$ cat src/rtl/mptx_pkg.sv
package mptx_pkg;
    localparam int MPTX_DATA_W = 8;
    localparam int MPTX_TICKS  = 16;

    function automatic int frame_bits(input int data_w);
        return data_w + 3;
    endfunction
endpackage

$ cat src/rtl/mptx_bit_timer.sv
module mptx_bit_timer #(
    parameter int TICKS = 16
) (
    input  logic clk,
    input  logic rst_n,
    input  logic clear_i,
    input  logic run_i,
    input  logic tick_i,
    output logic bit_done_o
);
    localparam int CW = (TICKS > 1) ? $clog2(TICKS) : 1;

    typedef struct packed {
        logic [CW-1:0] cnt;
    } tmr_t;

    tmr_t st_d, st_q;

    assign bit_done_o = run_i && tick_i && (st_q.cnt == CW'(TICKS - 1));

    always_comb begin
        st_d = st_q;
        if (clear_i) begin
            st_d.cnt = '0;
        end else if (run_i && tick_i) begin
            st_d.cnt = bit_done_o ? '0 : st_q.cnt + 1'b1;
        end
    end

    always_ff @(posedge clk or negedge rst_n) begin
        if (!rst_n) st_q <= '0;
        else        st_q <= st_d;
    end
endmodule

$ cat src/rtl/mptx_shifter.sv
module mptx_shifter #(
    parameter int DATA_W = 8
) (
    input  logic              clk,
    input  logic              rst_n,
    input  logic              load_i,
    input  logic [DATA_W-1:0] data_i,
    input  logic              mpb_i,
    input  logic              bit_done_i,
    output logic              busy_o,
    output logic              line_o,
    output logic              stop_done_o
);
    localparam int FRAME = mptx_pkg::frame_bits(DATA_W);
    localparam int IW    = $clog2(FRAME);

    typedef struct packed {
        logic [FRAME-1:0] sh;
        logic [IW-1:0]    idx;
        logic             busy;
    } shf_t;

    shf_t st_d, st_q;

    assign busy_o      = st_q.busy;
    assign line_o      = st_q.busy ? st_q.sh[0] : 1'b1;
    assign stop_done_o = bit_done_i && (st_q.idx == IW'(FRAME - 1));

    always_comb begin
        st_d = st_q;
        if (load_i) begin
            st_d.sh   = {1'b1, mpb_i, data_i, 1'b0};
            st_d.idx  = '0;
            st_d.busy = 1'b1;
        end else if (bit_done_i) begin
            if (stop_done_o) begin
                st_d.busy = 1'b0;
            end else begin
                st_d.sh  = {1'b1, st_q.sh[FRAME-1:1]};
                st_d.idx = st_q.idx + 1'b1;
            end
        end
    end

    always_ff @(posedge clk or negedge rst_n) begin
        if (!rst_n) st_q <= '{sh: '1, idx: '0, busy: 1'b0};
        else        st_q <= st_d;
    end
endmodule

$ cat src/rtl/mptx_holdreg.sv
module mptx_holdreg #(
    parameter int DATA_W = 8
) (
    input  logic              clk,
    input  logic              rst_n,
    input  logic              wr_i,
    input  logic [DATA_W-1:0] wr_data_i,
    input  logic              clr_empty_i,
    input  logic              xfer_i,
    input  logic              stop_done_i,
    output logic [DATA_W-1:0] data_o,
    output logic              empty_o,
    output logic              end_o
);
    typedef struct packed {
        logic [DATA_W-1:0] data;
        logic              empty;
        logic              tend;
    } hold_t;

    hold_t st_d, st_q;

    assign data_o  = st_q.data;
    assign empty_o = st_q.empty;
    assign end_o   = st_q.tend;

    always_comb begin
        st_d = st_q;
        if (wr_i) st_d.data = wr_data_i;

        if (xfer_i)           st_d.empty = 1'b1;
        else if (clr_empty_i) st_d.empty = 1'b0;

        if (wr_i || xfer_i)                     st_d.tend = 1'b0;
        else if (stop_done_i && st_q.empty)     st_d.tend = 1'b1;
    end

    always_ff @(posedge clk or negedge rst_n) begin
        if (!rst_n) st_q <= '{data: '0, empty: 1'b1, tend: 1'b1};
        else        st_q <= st_d;
    end
endmodule

$ cat src/rtl/mptx_top.sv
module mptx_top #(
    parameter int DATA_W        = mptx_pkg::MPTX_DATA_W,
    parameter int TICKS_PER_BIT = mptx_pkg::MPTX_TICKS
) (
    input  logic              clk,
    input  logic              rst_n,
    input  logic              tick_i,
    input  logic              tx_en_i,
    input  logic              wr_i,
    input  logic [DATA_W-1:0] wr_data_i,
    input  logic              mpb_i,
    input  logic              clr_empty_i,
    input  logic              tie_i,
    input  logic              teie_i,
    output logic              txd_o,
    output logic              empty_o,
    output logic              end_o,
    output logic              irq_empty_o,
    output logic              irq_end_o
);
    logic              busy;
    logic              bit_done;
    logic              stop_done;
    logic              xfer;
    logic [DATA_W-1:0] hold_data;

    assign xfer = tx_en_i && !empty_o && (!busy || stop_done);

    mptx_bit_timer #(.TICKS(TICKS_PER_BIT)) u_timer (
        .clk        (clk),
        .rst_n      (rst_n),
        .clear_i    (xfer),
        .run_i      (busy),
        .tick_i     (tick_i),
        .bit_done_o (bit_done)
    );

    mptx_shifter #(.DATA_W(DATA_W)) u_shift (
        .clk         (clk),
        .rst_n       (rst_n),
        .load_i      (xfer),
        .data_i      (hold_data),
        .mpb_i       (mpb_i),
        .bit_done_i  (bit_done),
        .busy_o      (busy),
        .line_o      (txd_o),
        .stop_done_o (stop_done)
    );

    mptx_holdreg #(.DATA_W(DATA_W)) u_hold (
        .clk         (clk),
        .rst_n       (rst_n),
        .wr_i        (wr_i),
        .wr_data_i   (wr_data_i),
        .clr_empty_i (clr_empty_i),
        .xfer_i      (xfer),
        .stop_done_i (stop_done),
        .data_o      (hold_data),
        .empty_o     (empty_o),
        .end_o       (end_o)
    );

    assign irq_empty_o = tie_i && empty_o;
    assign irq_end_o   = teie_i && end_o;
endmodule

$ cat config.mk
export PLATFORM = sky130hd
export DESIGN_NAME = mptx_top
export DESIGN_NICKNAME = d
export VERILOG_FILES = /design/src/rtl/mptx_pkg.sv /design/src/rtl/mptx_bit_timer.sv /design/src/rtl/mptx_shifter.sv /design/src/rtl/mptx_holdreg.sv /design/src/rtl/mptx_top.sv
export SDC_FILE = /design/constraint.sdc
export NUM_CORES = 1
export LEC_CHECK = 0
export BUFFER_PORTS_ARGS = -buffer_cell sky130_fd_sc_hd__clkbuf_2
export CELL_PAD_IN_SITES_DETAIL_PLACEMENT = 0
export CELL_PAD_IN_SITES_GLOBAL_PLACEMENT = 1
export CORE_MARGIN = 4
export CORE_UTILIZATION = 38
export CTS_CLUSTER_SIZE = 20
export DETAILED_ROUTE_END_ITERATION = 6
export PLACE_DENSITY_LB_ADDON = 0.1
export SKIP_CTS_REPAIR_TIMING = 1
export SYNTH_ARGS = -nofsm -noshare
export SYNTH_HDL_FRONTEND = slang
export SYNTH_SLANG_ARGS = --single-unit
$ cat constraint.sdc
create_clock -name clk -period 1.68 [get_ports clk]
set_clock_uncertainty 0.2 [all_clocks]
set_input_delay 0.084 -clock clk [delete_from_list [all_inputs] [get_ports clk]]
set_output_delay 0.084 -clock clk [all_outputs]
set_load 0.02 [all_outputs]
Word-level counts from Yosys, hierarchy flattened:

Cells that the tools add are included.

* register bits: 30
* logic and storage cells: 43
* output and inout bits: 5
* bits of input ports: 17

* reductions and logical operators: 19
* $add $sub $neg: 2
* mux-type cells: 12
* eq/ne operators: 3

Operators by type and width (count)
* $mux 16: 2
* $mux 15: 1
* $mux 4: 3
* $reduce_bool 2->1: 5
* $add 4x1->4 const B: 2
* $eq 4x4->1 const B: 2
* $logic_and 1x1->1: 8
* $mux 1: 6
* $reduce_and 2->1: 2
* $logic_not 1->1: 2
* $logic_or 1x1->1: 2
* $ne 2x1->1 const B: 1

Logic depth before layout (Yosys ltp):

* depth after elaboration: 7
* depth in mapped cells: 7
* gate-level depth less buffers: 6

Hierarchy:

A second synthesis with hierarchy kept.

* cells, all modules: 126
* area, all modules: 1395.1 um^2

By module, submodules not included
* mptx_shifter: area an instance 747.0 um^2, cells an instance 76, times used 1, sequential area each 387.9 um^2
* mptx_holdreg: area an instance 405.4 um^2, cells an instance 23, times used 1, sequential area each 252.7 um^2
* mptx_bit_timer: area an instance 203.9 um^2, cells an instance 23, times used 1, sequential area each 100.1 um^2
* mptx_top: area an instance 38.8 um^2, cells an instance 4, times used 1, sequential area each 0.0 um^2

Worst setup path after synthesis:

No wires, ideal clock.

* path type: register to register
* start point: reg u_timer.st_q[0] (netlist bit)
* end point: reg u_timer.st_q[3] (netlist bit)
* required time: 1.354 ns
* cell stages (with the launch flop): 7
* library setup time: 0.126 ns
* path buffers: 1
* path slack: 0.013 ns
* clock period less this slack: 1.667 ns
* data arrival time: 1.341 ns
* path through: dfrtp_1 ha_1 nand4_1 o21ai_2 and2b_1 buf_6 a21oi_1

* cells in the longest elaborated chain, start to end: 6
* elaborated cells between the ends (all ways): 10
* classes of those cells: add/sub: 1; eq/ne: 1; mux: 3; reduce/logical: 5

RTL lines
* start: declaration: line mptx_bit_timer.sv:17 `tmr_t st_d, st_q;`
* start signal: assignment: line mptx_bit_timer.sv:32 `else st_q <= st_d;`
* branches (longest 6 deep; another with $add 4x1->4)

Several ways; the timed one is not identified. The select of a mux whose other input is x is not followed.
A chain may end at the register's enable or synchronous reset.

Worst setup path in the final report:

* start point: reg u_shift.st_q[1] (netlist bit)
* end point: reg u_timer.st_q[3] (netlist bit)

* cells in the longest elaborated chain, start to end: 5
* elaborated cells between the ends (all ways): 6
* classes of those cells: eq/ne: 1; mux: 1; reduce/logical: 4

RTL lines
* start: declaration: line mptx_shifter.sv:23 `shf_t st_d, st_q;`
* start signal: assignment: line mptx_shifter.sv:46 `if (!rst_n) st_q <= '{sh: '1, idx: '0, busy: 1'b0};`
* start signal: assignment: line mptx_shifter.sv:47 `else st_q <= st_d;`
* $eq 4x4->1 (*): line mptx_shifter.sv:27 `assign stop_done_o = bit_done_i && (st_q.idx == IW'(FRAME - 1));`
* $logic_and 1x1->1 (*): line mptx_shifter.sv:27
* $logic_or 1x1->1 (*): line mptx_top.sv:27 `assign xfer = tx_en_i && !empty_o && (!busy || stop_done);`
* $logic_and 1x1->1 (*): line mptx_top.sv:27
* $mux 4 / $reduce_bool 2->1 (equally long branches)

Mark *: on every way between the ends. The rest lies on a longest branch, timed or not.

==> flow_metrics.env <==
export IMPL_syn_avg_cell_area_um2=10.07
export IMPL_overflow=0
export IMPL_diodes=0
export IMPL_setup_ws_ns=-0.01077
export IMPL_die_x_um=67.80
export IMPL_p_per_area_nw_per_um2=1061
export IMPL_synthTopCellsByArea="dfrtp_1 (31%), dfstp_2 (23%), o21ai_0 (4.8%)"
export IMPL_synth_top_cell_by_area="dfrtp_1"
export IMPL_synth_seq_cells=29
export IMPL_cts_root_buf="clkbuf_4"
export IMPL_cap_viol_max_count=0
export IMPL_crit_type="flip-flop to flip-flop"
export IMPL_max_freq_ghz=0.5914
export IMPL_crit_slowest_cell="dfrtp_1"
export IMPL_r2r_setup_slack_ns=-0.01
export IMPL_grt_antenna_before_repair=0
export IMPL_hold_path_class="primary input to asynchronous set/reset pin"
export IMPL_via_count=1168
export IMPL_detail_route_iter0_violations=38
export IMPL_period_share_pct=100.6
export IMPL_finalSetupViolations=4
export IMPL_post_dp_hpwl_mm=2.100
export IMPL_syn2layout_area_growth_pct=36.46
export IMPL_arrival_ns=1.71
export IMPL_pin_count=22
export IMPL_cpPeakStageDelay_ns=0.39
export IMPL_crit_path_start_kind="flip-flop"
export IMPL_grt_util_all_layers_pct=14.48
export IMPL_crit_start="u_shift.st_q[1]$_DFFE_PN0P_"
export IMPL_top_layer="met4"
export IMPL_cts_htree_levels=2
export IMPL_cp_max_fo=5
export IMPL_worstMarginPinSlew_ns=0.6979
export IMPL_cpLargestDelayFamily="flip-flops"
export IMPL_core_area_um2=3390
export IMPL_dieArea_um2=4596
export IMPL_post_route_min_period_ns=1.691
export IMPL_ant_nets=0
export IMPL_cts_made_buffers=5
export IMPL_crit_buf_inv=2
export IMPL_grt_first_pass_wirelength_mm=4.747
export IMPL_die_h_um=67.80
export IMPL_num_fill_cells=305
export IMPL_viasPerCell=4.949
export IMPL_rows=21
export IMPL_wl_met2_mm=1.414
export IMPL_multi_input_area_um2=546.8
export IMPL_regArea_um2=740.7
export IMPL_cts_reportedPaths_clkPinSlew_ns=0.10
export IMPL_worstReg2RegStart="u_shift.st_q[1]$_DFFE_PN0P_"
export IMPL_first_pass_iters=4
export IMPL_synthDistinctLibCells=32
export IMPL_routedWlPerCell_um=12.40
export IMPL_path_cells="inv_1 > ha_2 > nand3b_1 > o21ai_2 > and2b_2 > buf_4 > a21oi_1"
export IMPL_p_total_mw=1.967
export IMPL_layout_drive_gt1_share_pct=36.84
export IMPL_rsz0062_at_grt="yes"
export IMPL_initial_core_util_pct=40.09
export IMPL_ys_warn_count=0
export IMPL_m1WireLength_mm=1.331
export IMPL_wirelength_mm=2.927
export IMPL_cts_tree="built"
export IMPL_syn_nets=155
export IMPL_fin_tns_setup_ns=-0.03285
export IMPL_synth_area_um2=1359
export IMPL_ir_drop_uv=502.3
export IMPL_yosysTopAreaCellShare_pct=31.31
export IMPL_violations="negative setup slack"
export IMPL_worst_ep_required_time_ns=1.70
export IMPL_layout_nets=209
export IMPL_crit_path_end_kind="flip-flop"
export IMPL_maxSlewViolCount=0
export IMPL_slew_headroom_pct=53.48
export IMPL_grt_max_degree=30
export IMPL_wl_met3_um=130
export IMPL_synthCells=135
export IMPL_cellLeakagePower_nw=0.8527
export IMPL_clock_latency_ns=0.33
export IMPL_status="finished, violations left"
export IMPL_place_gp_congestion=0.7913
export IMPL_clockBufferDepth=2
export IMPL_drc=0
export IMPL_finalHoldViolCount=0
export IMPL_numPortBuffers=21
export IMPL_grt_pass1_vias=1053
export IMPL_ys_seq_area_share_pct=54.51
export IMPL_clock_sinks=29
-- synthesized netlist by cell type, drive strengths merged --
cell type / instances
o21ai: 14
a31oi: 2
o22a: 1
a21oi: 12
o41ai: 1
nand4: 3
and2b: 2
nor3b: 1
a32oi: 1
mux2i: 1
and2: 2
nand2b: 1
clkbuf: 2
o22ai: 10
and3: 1
a21bo: 1
nand3b: 1
ha: 3
nor3: 2
xor2: 1
nor4: 1
dfrtp: 17
o221ai: 1
inv: 15
nor2: 2
nand3: 4
nand2: 17
buf: 4
dfstp: 12
-- cells in the final DEF (no fill, tap or decap), types with 2 or more instances in the layout --
cell type	netlist	final
nand4_1	3	3
nor2_1	2	2
clkinv_2	0	2
o22ai_1	10	10
dfrtp_1	17	17
dfstp_2	12	12
o21ai_0	13	12
clkbuf_2	0	21
buf_4	0	15
clkbuf_4	0	5
and2_1	2	2
inv_1	15	15
ha_1	3	2
o21ai_2	1	2
nand2_1	17	17
a31oi_1	2	2
a21oi_1	6	6
nand3_1	4	3
a21oi_2	6	6
dlygate4sd3_1	0	16
-- kinds of logic after synthesis --
group | share of synthesized area, %
fa+ha+maj | 2.763
flops | 54.51
mux | 0.7367
compound gates | 20.90
simple gates | 13.35
buf+inv | 7.090
xor+xnor | 0.6447
-- per-stage QoR --
step / cells / worst slack (ns) / area (µm²) / utilization [%] / hold WS (ns)
floorplan: 135 / 0.01343 / 1359 / - / -0.4116
global placement: 211 / 0.01796 / 1607 / 47.40 / -0.02420
detailed placement: 211 / -0.01541 / 1607 / 47.40 / -0.03042
CTS: 219 / -0.05955 / 1662 / 49.02 / -0.4153
global route: 236 / -0.1140 / 1854 / 54.71 / 0.1697
finish: 236 / -0.01077 / 1854 / 54.71 / 0.1121
-- path summary, 6_finish.rpt --
path	depth (start not counted)	end
max	7	u_timer.st_q[3]$_DFFE_PN0P_
min	2	u_hold.data_o[6]$_DFFE_PN0P_
max reg2reg	7	u_timer.st_q[3]$_DFFE_PN0P_
min reg2reg	2	u_shift.st_q[7]$_DFFE_PN1P_
max in group asynchronous	2	u_timer.st_q[0]$_DFFE_PN0P_
min in group clk	3	u_hold.empty_o$_DFFE_PN1P_
-- power by group --
part           internal [mW]  switching (mW)
Clock                  0.157           0.247
Combinational          0.271           0.263
Sequential             0.929           0.101
Total                   1.36           0.611
-- per-layer routing --
layer / GRT usage [%] / up-vias
met3: 4.493 / 7
met1: 17.21 / 556
met4: 8.189 / 0
met2: 23.09 / 22
met5: 0 / -
li1: - / 583
-- layout make-up --
type                            count  area share, %
Multi-Input combinational cell     85          29.49
Sequential cell                    29          39.95
Timing Repair Buffer               53          21.46
Clock buffer                        5          2.024
Clock inverter                      3         0.9447
Inverter                           15          3.036
Tap cell                           46          3.104
-- state kept, by name, indices dropped and copies added, names as in the netlist --
register,flops
u_shift.st_q,14
u_hold.data_o,8
u_timer.st_q,4
u_hold.empty_o,1
u_hold.end_o,1
u_shift.busy_o,1
Power figures use the tool's default switching activity.
